===== src/rtl/cfg_pkg.sv =====
package cfg_pkg;

    typedef enum logic [3:0] {
        ST_IDLE,
        ST_HOLD,
        ST_SETTLE,
        ST_POLL,
        ST_FETCH,
        ST_BIT_LO,
        ST_BIT_HI,
        ST_CHK_DONE,
        ST_TRL_LO,
        ST_TRL_HI
    } cfg_state_e;

    typedef enum logic [2:0] {
        ERR_NONE      = 3'd0,
        ERR_NO_STATUS = 3'd1,
        ERR_TIMEOUT   = 3'd2,
        ERR_NOT_DONE  = 3'd3,
        ERR_ABORT     = 3'd4
    } cfg_err_e;

    function automatic int unsigned max3(input int unsigned a, input int unsigned b,
                                         input int unsigned c);
        int unsigned m;
        m = (a > b) ? a : b;
        return (m > c) ? m : c;
    endfunction

endpackage


===== src/rtl/cfg_delay_timer.sv =====
module cfg_delay_timer #(
    parameter int W = 16
) (
    input  logic         clk,
    input  logic         rst_n,
    input  logic         load,
    input  logic [W-1:0] load_val,
    output logic         zero
);
    logic [W-1:0] cnt;

    always_ff @(posedge clk or negedge rst_n) begin
        if (!rst_n)          cnt <= '0;
        else if (load)       cnt <= load_val;
        else if (cnt != '0)  cnt <= cnt - 1'b1;
    end

    assign zero = (cnt == '0);

    // an expired count stays expired until reloaded (no wrap)
    a_r3_timer_no_wrap: assert property (@(posedge clk) disable iff (!rst_n)
        (zero && !load) |=> zero);

endmodule


===== src/rtl/cfg_bit_shifter.sv =====
module cfg_bit_shifter #(
    parameter int W = 8
) (
    input  logic         clk,
    input  logic         rst_n,
    input  logic         load,
    input  logic [W-1:0] din,
    input  logic         shift,
    output logic         bit_out,
    output logic         last_bit
);
    localparam int CW = $clog2(W);

    logic [W-1:0]  sh;
    logic [CW-1:0] idx;

    always_ff @(posedge clk or negedge rst_n) begin
        if (!rst_n) begin
            sh  <= '0;
            idx <= '0;
        end else if (load) begin
            sh  <= din;
            idx <= '0;
        end else if (shift) begin
            sh  <= sh >> 1;
            idx <= idx + 1'b1;
        end
    end

    assign bit_out  = sh[0];
    assign last_bit = (idx == CW'(W - 1));

    // a shift never happens past the final bit of a byte
    a_r5_no_overshift: assert property (@(posedge clk) disable iff (!rst_n)
        shift |-> !last_bit);

endmodule


===== src/rtl/ps_cfg_master.sv =====
module ps_cfg_master
    import cfg_pkg::*;
#(
    parameter int CLK_MHZ    = 50,
    parameter int HOLD_US    = 2,
    parameter int SETTLE_US  = 2,
    parameter int TIMEOUT_MS = 100,
    parameter int HALF_CYC   = 4,
    parameter int TRAIL_PULSES = 12,
    parameter int BYTE_W     = 8
) (
    input  logic              clk,
    input  logic              rst_n,
    input  logic              start,
    input  logic              abort,
    input  logic              s_valid,
    input  logic [BYTE_W-1:0] s_data,
    input  logic              s_last,
    output logic              s_ready,
    output logic              tgt_rst_n,
    output logic              tgt_clk,
    output logic              tgt_din,
    input  logic              tgt_stat_n,
    input  logic              tgt_cfg_ok,
    output logic              busy,
    output logic              done_ok,
    output logic [2:0]        err_code
);
    localparam int HOLD_CYC = HOLD_US * CLK_MHZ;
    localparam int SETL_CYC = SETTLE_US * CLK_MHZ;
    localparam int TO_CYC   = TIMEOUT_MS * 1000 * CLK_MHZ;
    localparam int MAX_CYC  = max3(HOLD_CYC, SETL_CYC, max3(TO_CYC, HALF_CYC, 1));
    localparam int TW       = $clog2(MAX_CYC + 1);
    localparam int PW       = $clog2(TRAIL_PULSES + 1);

    cfg_state_e state, nstate;

    logic          tmr_load, tmr_zero;
    logic [TW-1:0] tmr_val;
    logic          sh_load, sh_shift, sh_bit, sh_lastbit;
    logic          byte_last;
    logic [PW-1:0] trl_cnt;
    logic          trl_clr, trl_inc;
    logic          res_set, res_clr, res_ok;
    cfg_err_e      res_err;

    cfg_delay_timer #(.W(TW)) u_timer (
        .clk      (clk),
        .rst_n    (rst_n),
        .load     (tmr_load),
        .load_val (tmr_val),
        .zero     (tmr_zero)
    );

    cfg_bit_shifter #(.W(BYTE_W)) u_shift (
        .clk      (clk),
        .rst_n    (rst_n),
        .load     (sh_load),
        .din      (s_data),
        .shift    (sh_shift),
        .bit_out  (sh_bit),
        .last_bit (sh_lastbit)
    );

    // next-state and control
    always_comb begin
        nstate   = state;
        tmr_load = 1'b0;
        tmr_val  = '0;
        sh_load  = 1'b0;
        sh_shift = 1'b0;
        trl_clr  = 1'b0;
        trl_inc  = 1'b0;
        res_set  = 1'b0;
        res_clr  = 1'b0;
        res_ok   = 1'b0;
        res_err  = ERR_NONE;
        unique case (state)
            ST_IDLE: begin
                if (start) begin
                    nstate   = ST_HOLD;
                    tmr_load = 1'b1;
                    tmr_val  = TW'(HOLD_CYC - 1);
                    res_clr  = 1'b1;
                end
            end
            ST_HOLD: begin
                if (tmr_zero) begin
                    if (tgt_stat_n) begin
                        nstate  = ST_IDLE;
                        res_set = 1'b1;
                        res_err = ERR_NO_STATUS;
                    end else begin
                        nstate   = ST_SETTLE;
                        tmr_load = 1'b1;
                        tmr_val  = TW'(SETL_CYC - 1);
                    end
                end
            end
            ST_SETTLE: begin
                if (tmr_zero) begin
                    nstate   = ST_POLL;
                    tmr_load = 1'b1;
                    tmr_val  = TW'(TO_CYC - 1);
                end
            end
            ST_POLL: begin
                if (tgt_stat_n) begin
                    nstate = ST_FETCH;
                end else if (tmr_zero) begin
                    nstate  = ST_IDLE;
                    res_set = 1'b1;
                    res_err = ERR_TIMEOUT;
                end
            end
            ST_FETCH: begin
                if (abort) begin
                    nstate  = ST_IDLE;
                    res_set = 1'b1;
                    res_err = ERR_ABORT;
                end else if (s_valid) begin
                    nstate   = ST_BIT_LO;
                    sh_load  = 1'b1;
                    tmr_load = 1'b1;
                    tmr_val  = TW'(HALF_CYC - 1);
                end
            end
            ST_BIT_LO: begin
                if (tmr_zero) begin
                    nstate   = ST_BIT_HI;
                    tmr_load = 1'b1;
                    tmr_val  = TW'(HALF_CYC - 1);
                end
            end
            ST_BIT_HI: begin
                if (tmr_zero) begin
                    if (!sh_lastbit) begin
                        nstate   = ST_BIT_LO;
                        sh_shift = 1'b1;
                        tmr_load = 1'b1;
                        tmr_val  = TW'(HALF_CYC - 1);
                    end else if (byte_last) begin
                        nstate = ST_CHK_DONE;
                    end else begin
                        nstate = ST_FETCH;
                    end
                end
            end
            ST_CHK_DONE: begin
                if (tgt_cfg_ok) begin
                    nstate   = ST_TRL_LO;
                    trl_clr  = 1'b1;
                    tmr_load = 1'b1;
                    tmr_val  = TW'(HALF_CYC - 1);
                end else begin
                    nstate  = ST_IDLE;
                    res_set = 1'b1;
                    res_err = ERR_NOT_DONE;
                end
            end
            ST_TRL_LO: begin
                if (tmr_zero) begin
                    nstate   = ST_TRL_HI;
                    tmr_load = 1'b1;
                    tmr_val  = TW'(HALF_CYC - 1);
                end
            end
            ST_TRL_HI: begin
                if (tmr_zero) begin
                    if (trl_cnt == PW'(TRAIL_PULSES - 1)) begin
                        nstate  = ST_IDLE;
                        res_set = 1'b1;
                        res_ok  = 1'b1;
                    end else begin
                        nstate   = ST_TRL_LO;
                        trl_inc  = 1'b1;
                        tmr_load = 1'b1;
                        tmr_val  = TW'(HALF_CYC - 1);
                    end
                end
            end
            default: nstate = ST_IDLE;
        endcase
    end

    // state register and run bookkeeping
    always_ff @(posedge clk or negedge rst_n) begin
        if (!rst_n) begin
            state     <= ST_IDLE;
            byte_last <= 1'b0;
            trl_cnt   <= '0;
            done_ok   <= 1'b0;
            err_code  <= ERR_NONE;
        end else begin
            state <= nstate;
            if (sh_load) byte_last <= s_last;
            if (trl_clr)      trl_cnt <= '0;
            else if (trl_inc) trl_cnt <= trl_cnt + 1'b1;
            if (res_clr) begin
                done_ok  <= 1'b0;
                err_code <= ERR_NONE;
            end else if (res_set) begin
                done_ok  <= res_ok;
                err_code <= res_err;
            end
        end
    end

    // Moore outputs
    always_comb begin
        busy      = (state != ST_IDLE);
        tgt_rst_n = (state != ST_HOLD);
        tgt_clk   = (state == ST_BIT_HI) || (state == ST_TRL_HI);
        tgt_din   = ((state == ST_BIT_LO) || (state == ST_BIT_HI)) ? sh_bit : 1'b0;
        s_ready   = (state == ST_FETCH) && !abort;
    end

    // checker counters for phase lengths
    logic [31:0] lo_len, hi_len;
    always_ff @(posedge clk or negedge rst_n) begin
        if (!rst_n) begin
            lo_len <= '0;
            hi_len <= '0;
        end else begin
            lo_len <= tgt_rst_n ? '0 : ((lo_len == '1) ? lo_len : lo_len + 1);
            hi_len <= !tgt_clk  ? '0 : ((hi_len == '1) ? hi_len : hi_len + 1);
        end
    end

    a_r1_hold_length: assert property (@(posedge clk) disable iff (!rst_n)
        $rose(tgt_rst_n) |-> (lo_len == 32'(HOLD_CYC)));

    a_r4_one_byte_per_handshake: assert property (@(posedge clk) disable iff (!rst_n)
        (s_ready && s_valid) |=> !s_ready);

    a_r4_ready_clock_low: assert property (@(posedge clk) disable iff (!rst_n)
        s_ready |-> !tgt_clk);

    a_r5_data_stable_high: assert property (@(posedge clk) disable iff (!rst_n)
        (tgt_clk && $past(tgt_clk)) |-> $stable(tgt_din));

    a_r5_high_phase_len: assert property (@(posedge clk) disable iff (!rst_n)
        $fell(tgt_clk) |-> (hi_len == 32'(HALF_CYC)));

    a_r7_ok_is_clean: assert property (@(posedge clk) disable iff (!rst_n)
        done_ok |-> (err_code == ERR_NONE && !busy));

    a_r8_abort_releases: assert property (@(posedge clk) disable iff (!rst_n)
        (!busy && err_code == ERR_ABORT) |-> (!tgt_clk && tgt_rst_n));

    a_r9_result_held: assert property (@(posedge clk) disable iff (!rst_n)
        (!busy && !start) |=> ($stable(done_ok) && $stable(err_code)));

endmodule


===== config.mk =====
export PLATFORM = sky130hd
export DESIGN_NAME = ps_cfg_master
export DESIGN_NICKNAME = d
export VERILOG_FILES = /design/src/rtl/cfg_pkg.sv /design/src/rtl/cfg_delay_timer.sv /design/src/rtl/cfg_bit_shifter.sv /design/src/rtl/ps_cfg_master.sv
export SDC_FILE = /design/constraint.sdc
export NUM_CORES = 1
export LEC_CHECK = 0
export ABC_CLOCK_PERIOD_IN_PS = 4600
export BUFFER_PORTS_ARGS = -buffer_cell sky130_fd_sc_hd__buf_2
export CAP_MARGIN = 40
export CORE_UTILIZATION = 30
export CTS_CLUSTER_DIAMETER = 40
export CTS_CLUSTER_SIZE = 8
export DETAILED_ROUTE_END_ITERATION = 10
export HOLD_SLACK_MARGIN = 0.02
export PLACE_DENSITY = 0.43
export SLEW_MARGIN = 20
export SYNTH_ARGS = -nofsm -noshare
export SYNTH_HDL_FRONTEND = slang
export SYNTH_HIERARCHICAL = 1
export SYNTH_SLANG_ARGS = --single-unit

===== constraint.sdc =====
create_clock -name clk -period 4.6 [get_ports clk]
set_input_delay 0.46 -clock clk [delete_from_list [all_inputs] [get_ports clk]]
set_output_delay 0.46 -clock clk [all_outputs]
set_load 0.01 [all_outputs]

After elaboration in Yosys (flattened, before gate mapping)
Index checks and enable logic that the tools add are counted.
{ "totals": {"reg_bits": 47, "input_bits": 16, "output_inout_bits": 9, "wordCells": 123} }
{ "op_classes": {"addsub": 3, "eq_ne": 21, "n_mux": 76, "reduce_logical": 15} }
{ "op_table": {"columns": ["cell", "count"], "rows": [
  ["$pmux 23 s8", 1],
  ["$mux 23", 3],
  ["$mux 4", 15],
  ["$pmux 4 s10", 1],
  ["$mux 1", 29],
  ["$mux 2", 14],
  ["$logic_not 23->1", 1],
  ["$reduce_bool 23->1", 1],
  ["$sub 23x1->23 const B", 1],
  ["$mux 7", 3],
  ["$eq 4x3->1 const B", 4],
  ["$mux 8", 2],
  ["$mux 3", 5],
  ["$ne 2x2->1 const B", 7],
  ["$eq 4x4->1 const B", 3],
  ["$pmux 3 s4", 1],
  ["$reduce_and 9->1", 1],
  ["$eq 4x2->1 const B", 2],
  ["$reduce_bool 2->1", 4],
  ["$pmux 1 s7", 1],
  ["$ne 3x3->1 const B", 2],
  ["$pmux 1 s5", 1],
  ["$add 4x1->4 const B", 1],
  ["$eq 4x1->1 const B", 1],
  ["other kinds (10)", 11]
]} }

Depth between registers and ports, before layout
{ "logic_depth": {"depth_word": 6, "ltp_mapped": 14, "depth_no_buf": 10} }

Cells and area by module
The synthesis kept the hierarchy.
{ "modules_own_cells": {"columns": ["module", "instances", "cells_per_inst", "area_each_um2", "seq_area_each_um2"], "rows": [
  ["cfg_delay_timer", 1, 137, 1305.0, 575.6],
  ["ps_cfg_master", 1, 109, 970.9, 325.3],
  ["cfg_bit_shifter", 1, 46, 510.5, 275.3]
]} }

Worst setup path after synthesis
No wires, ideal clock.
{ "synth_path": {"kind": "register -> register", "from": "register u_timer.cnt[12]", "to": "register u_timer.cnt[22]", "arrival_time_ns": 2.778, "path_slack_ns": 1.686, "path_stages_with_launch": 11, "period_less_slack_ns": 2.914, "cell_sequence": "dfrtp_1 nor4_4 nand4_4 nor4_1 clkbuf_1 nand2_1 nor3_2 nand4b_1 clkbuf_1 clkbuf_1 o21ai_0"} }
{ "synth_between": {"elab_chain_cells": 4, "word_cells_on_any_way": 13, "cone_classes": "1 x add/sub; 9 x mux; 3 x reduce/logical"} }
{ "synth_rtl": {"columns": ["item", "line", "text"], "rows": [
  ["from (decl)", "cfg_delay_timer.sv:10", "logic [W-1:0] cnt;"],
  ["from (signal assigned)", "cfg_delay_timer.sv:14", "else if (load) cnt <= load_val;"],
  ["from (signal assigned)", "cfg_delay_timer.sv:15", "else if (cnt != '0) cnt <= cnt - 1'b1;"],
  ["$logic_not 23->1 *", "cfg_delay_timer.sv:18", "assign zero = (cnt == '0);"],
  ["named net tmr_zero", "ps_cfg_master.sv:38", "logic tmr_load, tmr_zero;"],
  ["$mux 1, on equally long branches", null, null],
  ["$pmux 1 s7 *", "ps_cfg_master.sv:78", "unique case (state)"],
  ["named net tmr_load", "ps_cfg_master.sv:38", null],
  ["$mux 23 / $reduce_bool 2->1 (equally long branches)", null, null]
]} }
The timed path passes the listed nets; every way through them passes the cells marked *. The select of a mux whose other input is x is not followed.
A chain may end at the register's enable or synchronous reset.

Worst setup path after layout
{ "layout_path": {"from": "register u_timer.cnt[5]", "to": "register u_timer.cnt[21]"} }
Same word-level chain as after synthesis.

==> results_dict.tcl <==
set metrics [dict create \
    detail_route.drc_violations 0 \
    number_of_distinct_library_cells_after_synthesis 59 \
    rsz0062_at_grt "false" \
    outcome "finished, final reports clean" \
    ctsRootBufferMaster "clkbuf_8" \
    power_density_mw_per_mm2 587 \
    setup_total_negative_slack_ps 0 \
    power.total_mw 1.84 \
    dr.pass1.iters 4 \
    synthesis.area_mm2 0.00279 \
    final_hold_viol_count 0 \
    antennaDiodeCount 0 \
    dp_hpwl_mm 4.31 \
    finalNetCount 341 \
    synth-main-ff-cell "dfrtp_1" \
    numCtsBuffers 5 \
    period_share 0.720 \
    clock.fmax_ghz 0.302 \
    row_count 34 \
    post_drt_wl_per_cell_um 14.4 \
    via_count 2149 \
    final_instance_count_excl_fillers 430 \
    postSynthRegisterBits 47 \
    final-max-slew-violation-count 0 \
    clock-sinks 47 \
    clock_pin_slew_on_the_worst_setup_and_hold_paths_ps 90 \
    post_route_cells_drive_above_1_share 0.165 \
    setup.reg_to_reg.worst_slack_ps 1290 \
    grt_antenna_before_repair 0 \
    htree_num_levels 2 \
    clk_latency_ps 300 \
    vias_per_cell 5.00 \
    design.die.area_mm2 0.00968 \
    drt.antenna.violating_nets 0 \
    grt_remaining_overflow 0 \
    grt_pass1_vias 2250 \
    drv_cap 0 \
    core_mm2 0.00885 \
    final_design_area_no_fill_mm2 0.00314 \
    die_height_um 98.4 \
    syn_to_final_growth_pct 12.6 \
    io_buffers 24 \
    slew-limit-headroom 0.574 \
    crit_type "flip-flop to flip-flop" \
    yosys.area.top_type "dfrtp_1" \
    numPlacedInstances 422 \
    synth_warn 6 \
    ys_top_cells_by_area "dfrtp_1 (42%), nand2_1 (5.5%), xnor2_1 (5.3%), mux2i_1 (5.0%), o21ai_0 (3.2%)" \
    seq_area_frac_synth 0.422 \
    critical_path.startpoint_type "flip-flop" \
    synth_enable_flop_cells 0 \
    syn-mean-instance-area_um2 9.54 \
    min_path_type "input port to asynchronous set/reset pin" \
    arrival_ps 3500 \
    p_leak_nw 1.30 \
    timing.final.crit_period_ps 3310 \
    synthArstFlopShare 1.00 \
    tritoncts "built" \
    ir_worst_vdd_uv 164 \
    grt_usage 0.138 \
    worstMarginPinSlew_ps 639 \
    post_dp_cell_area_mm2 0.00302 \
    clock_tree.buffer_depth 2 \
    top_level_ports 25 \
    first_iter_violations 64 \
    cts_hold_buffers 0 \
    largest_net_degree_at_the_start_of_global_routing 48 \
    skew_ps 6.92 \
    totalWireLength_mm 6.20 \
    fillerInstances 954 \
    timing.critical_path.required_ps 4780 \
    timing.critical_path.fanout_max 33 \
    place_congestion 0.736 \
    worstSetupEndpointType "flip-flop" \
    post_cts.resized_instances 0 \
    syn_inst 292 \
    synth_top_area_share 0.422 \
    timing.final.setup_violations 0 \
    fp.dieW_um 98.4 \
    initial_core_util 0.315 \
    postCtsSetupBuffers 0 \
    grt_first_pass_wirelength_mm 10.8 \
]
kinds of logic after synthesis:
kind of cell             after synthesis  synth area share
multiplexers                          17            0.0638
flip-flops                            47             0.422
adder cells (fa/ha/maj)                4            0.0180
other                                  1           0.00135
AO/OA/AOI/OAI                         56             0.130
XOR/XNOR                              24            0.0754
AND/OR/NAND/NOR                      120             0.247
buffers and inverters                 23            0.0427
power by group:
| part | leakage, nW | switching [mW] | total, mW | internal, mW |
|---|---|---|---|---|
| Sequential | 0.575 | 0.188 | 0.770 | 0.583 |
| Clock | 0.0612 | 0.145 | 0.321 | 0.176 |
| Combinational | 0.661 | 0.404 | 0.750 | 0.345 |
| Total | 1.30 | 0.737 | 1.84 | 1.10 |
metal layers:
metal  global-route usage  wire, um
met2                0.229      2960
met5                    0         0
met4               0.0367        51
met1                0.186      3040
met3               0.0229       145
Yosys cell counts (3+ instances only):
master	number
dfrtp_1	47
xnor2_1	17
o211ai_1	3
nand2b_1	5
o31ai_1	10
buf_2	5
o21ai_1	7
inv_1	8
nand3_1	8
and2b_1	3
ha_1	4
xor2_1	7
mux2i_1	14
clkbuf_1	6
nor3_1	7
nor4_1	5
nor2_1	19
nand2_1	41
buf_6	3
nand4_1	3
a21oi_1	5
o21ai_0	18
layout make-up:
type	instances	area, um^2	area share
Multi-Input combinational cell	230	1520	0.485
Inverter	8	30.0	0.00957
Tap cell	108	135	0.0431
Clock buffer	6	82.6	0.0263
Clock inverter	2	35.0	0.0112
Timing Repair Buffer	29	158	0.0502
Sequential cell	47	1180	0.375
metrics by stage:
step	hold slack [ps]	setup slack, ps	utilization
3_5_place_dp	517	1280	0.341
4_1_cts	269	1240	0.355
3_3_place_gp	505	1370	0.341
2_1_floorplan	164	1690	-
6_report	246	1290	0.355
5_1_grt	302	941	0.355
placed cells by master, fill, tap and decap left out, types with 3 or more instances in the layout:
cell      instances
nor4_1            5
inv_1             8
nand2_1          41
buf_4             5
nor2_1           19
o211ai_1          3
o21ai_1           7
conb_1            9
buf_2            24
and2b_1           3
dfrtp_1          47
nand4_1           3
clkbuf_8          6
nor3_1            7
xor2_1            7
a21oi_1           5
mux2i_1          14
o31ai_1          10
nand3_1           8
xnor2_1          17
o21ai_0          18
ha_1              4
nand2b_1          5
worst max-delay path: stages, from the launching register on:
cell      delay, ps
dfrtp_1         420
nor4_2          410
nand2b_1        350
nor4_1          320
buf_4           230
nand2_1         120
nor3_2          170
buf_4           240
nand4b_1        140
buf_4           320
or2_2           330
o21ai_0         140
state kept, by name, summed over array words and instances (netlist names):
| signal | flops |
|---|---|
| byte_last | 1 |
| done_ok | 1 |
| err_code | 3 |
| state | 4 |
| trl_cnt | 4 |
| u_shift/idx | 3 |
| u_shift/sh | 8 |
| u_timer/cnt | 23 |
worst paths after layout:
| path | end | startpoint | cells past startpoint |
|---|---|---|---|
| worst max-delay path | u_timer/cnt[21] | u_timer/cnt[5] | 11 |
| worst min-delay path | u_timer/cnt[12] | rst_n | 2 |
| worst max register to register | u_timer/cnt[21] | u_timer/cnt[5] | 11 |
| worst min register to register | u_shift/idx[1] | u_shift/idx[1] | 2 |
| max in group asynchronous | state[1] | rst_n | 2 |
| min in group clk | u_shift/sh[0] | s_data[0] | 3 |
No activity file was read; power rests on OpenSTA's default activity.
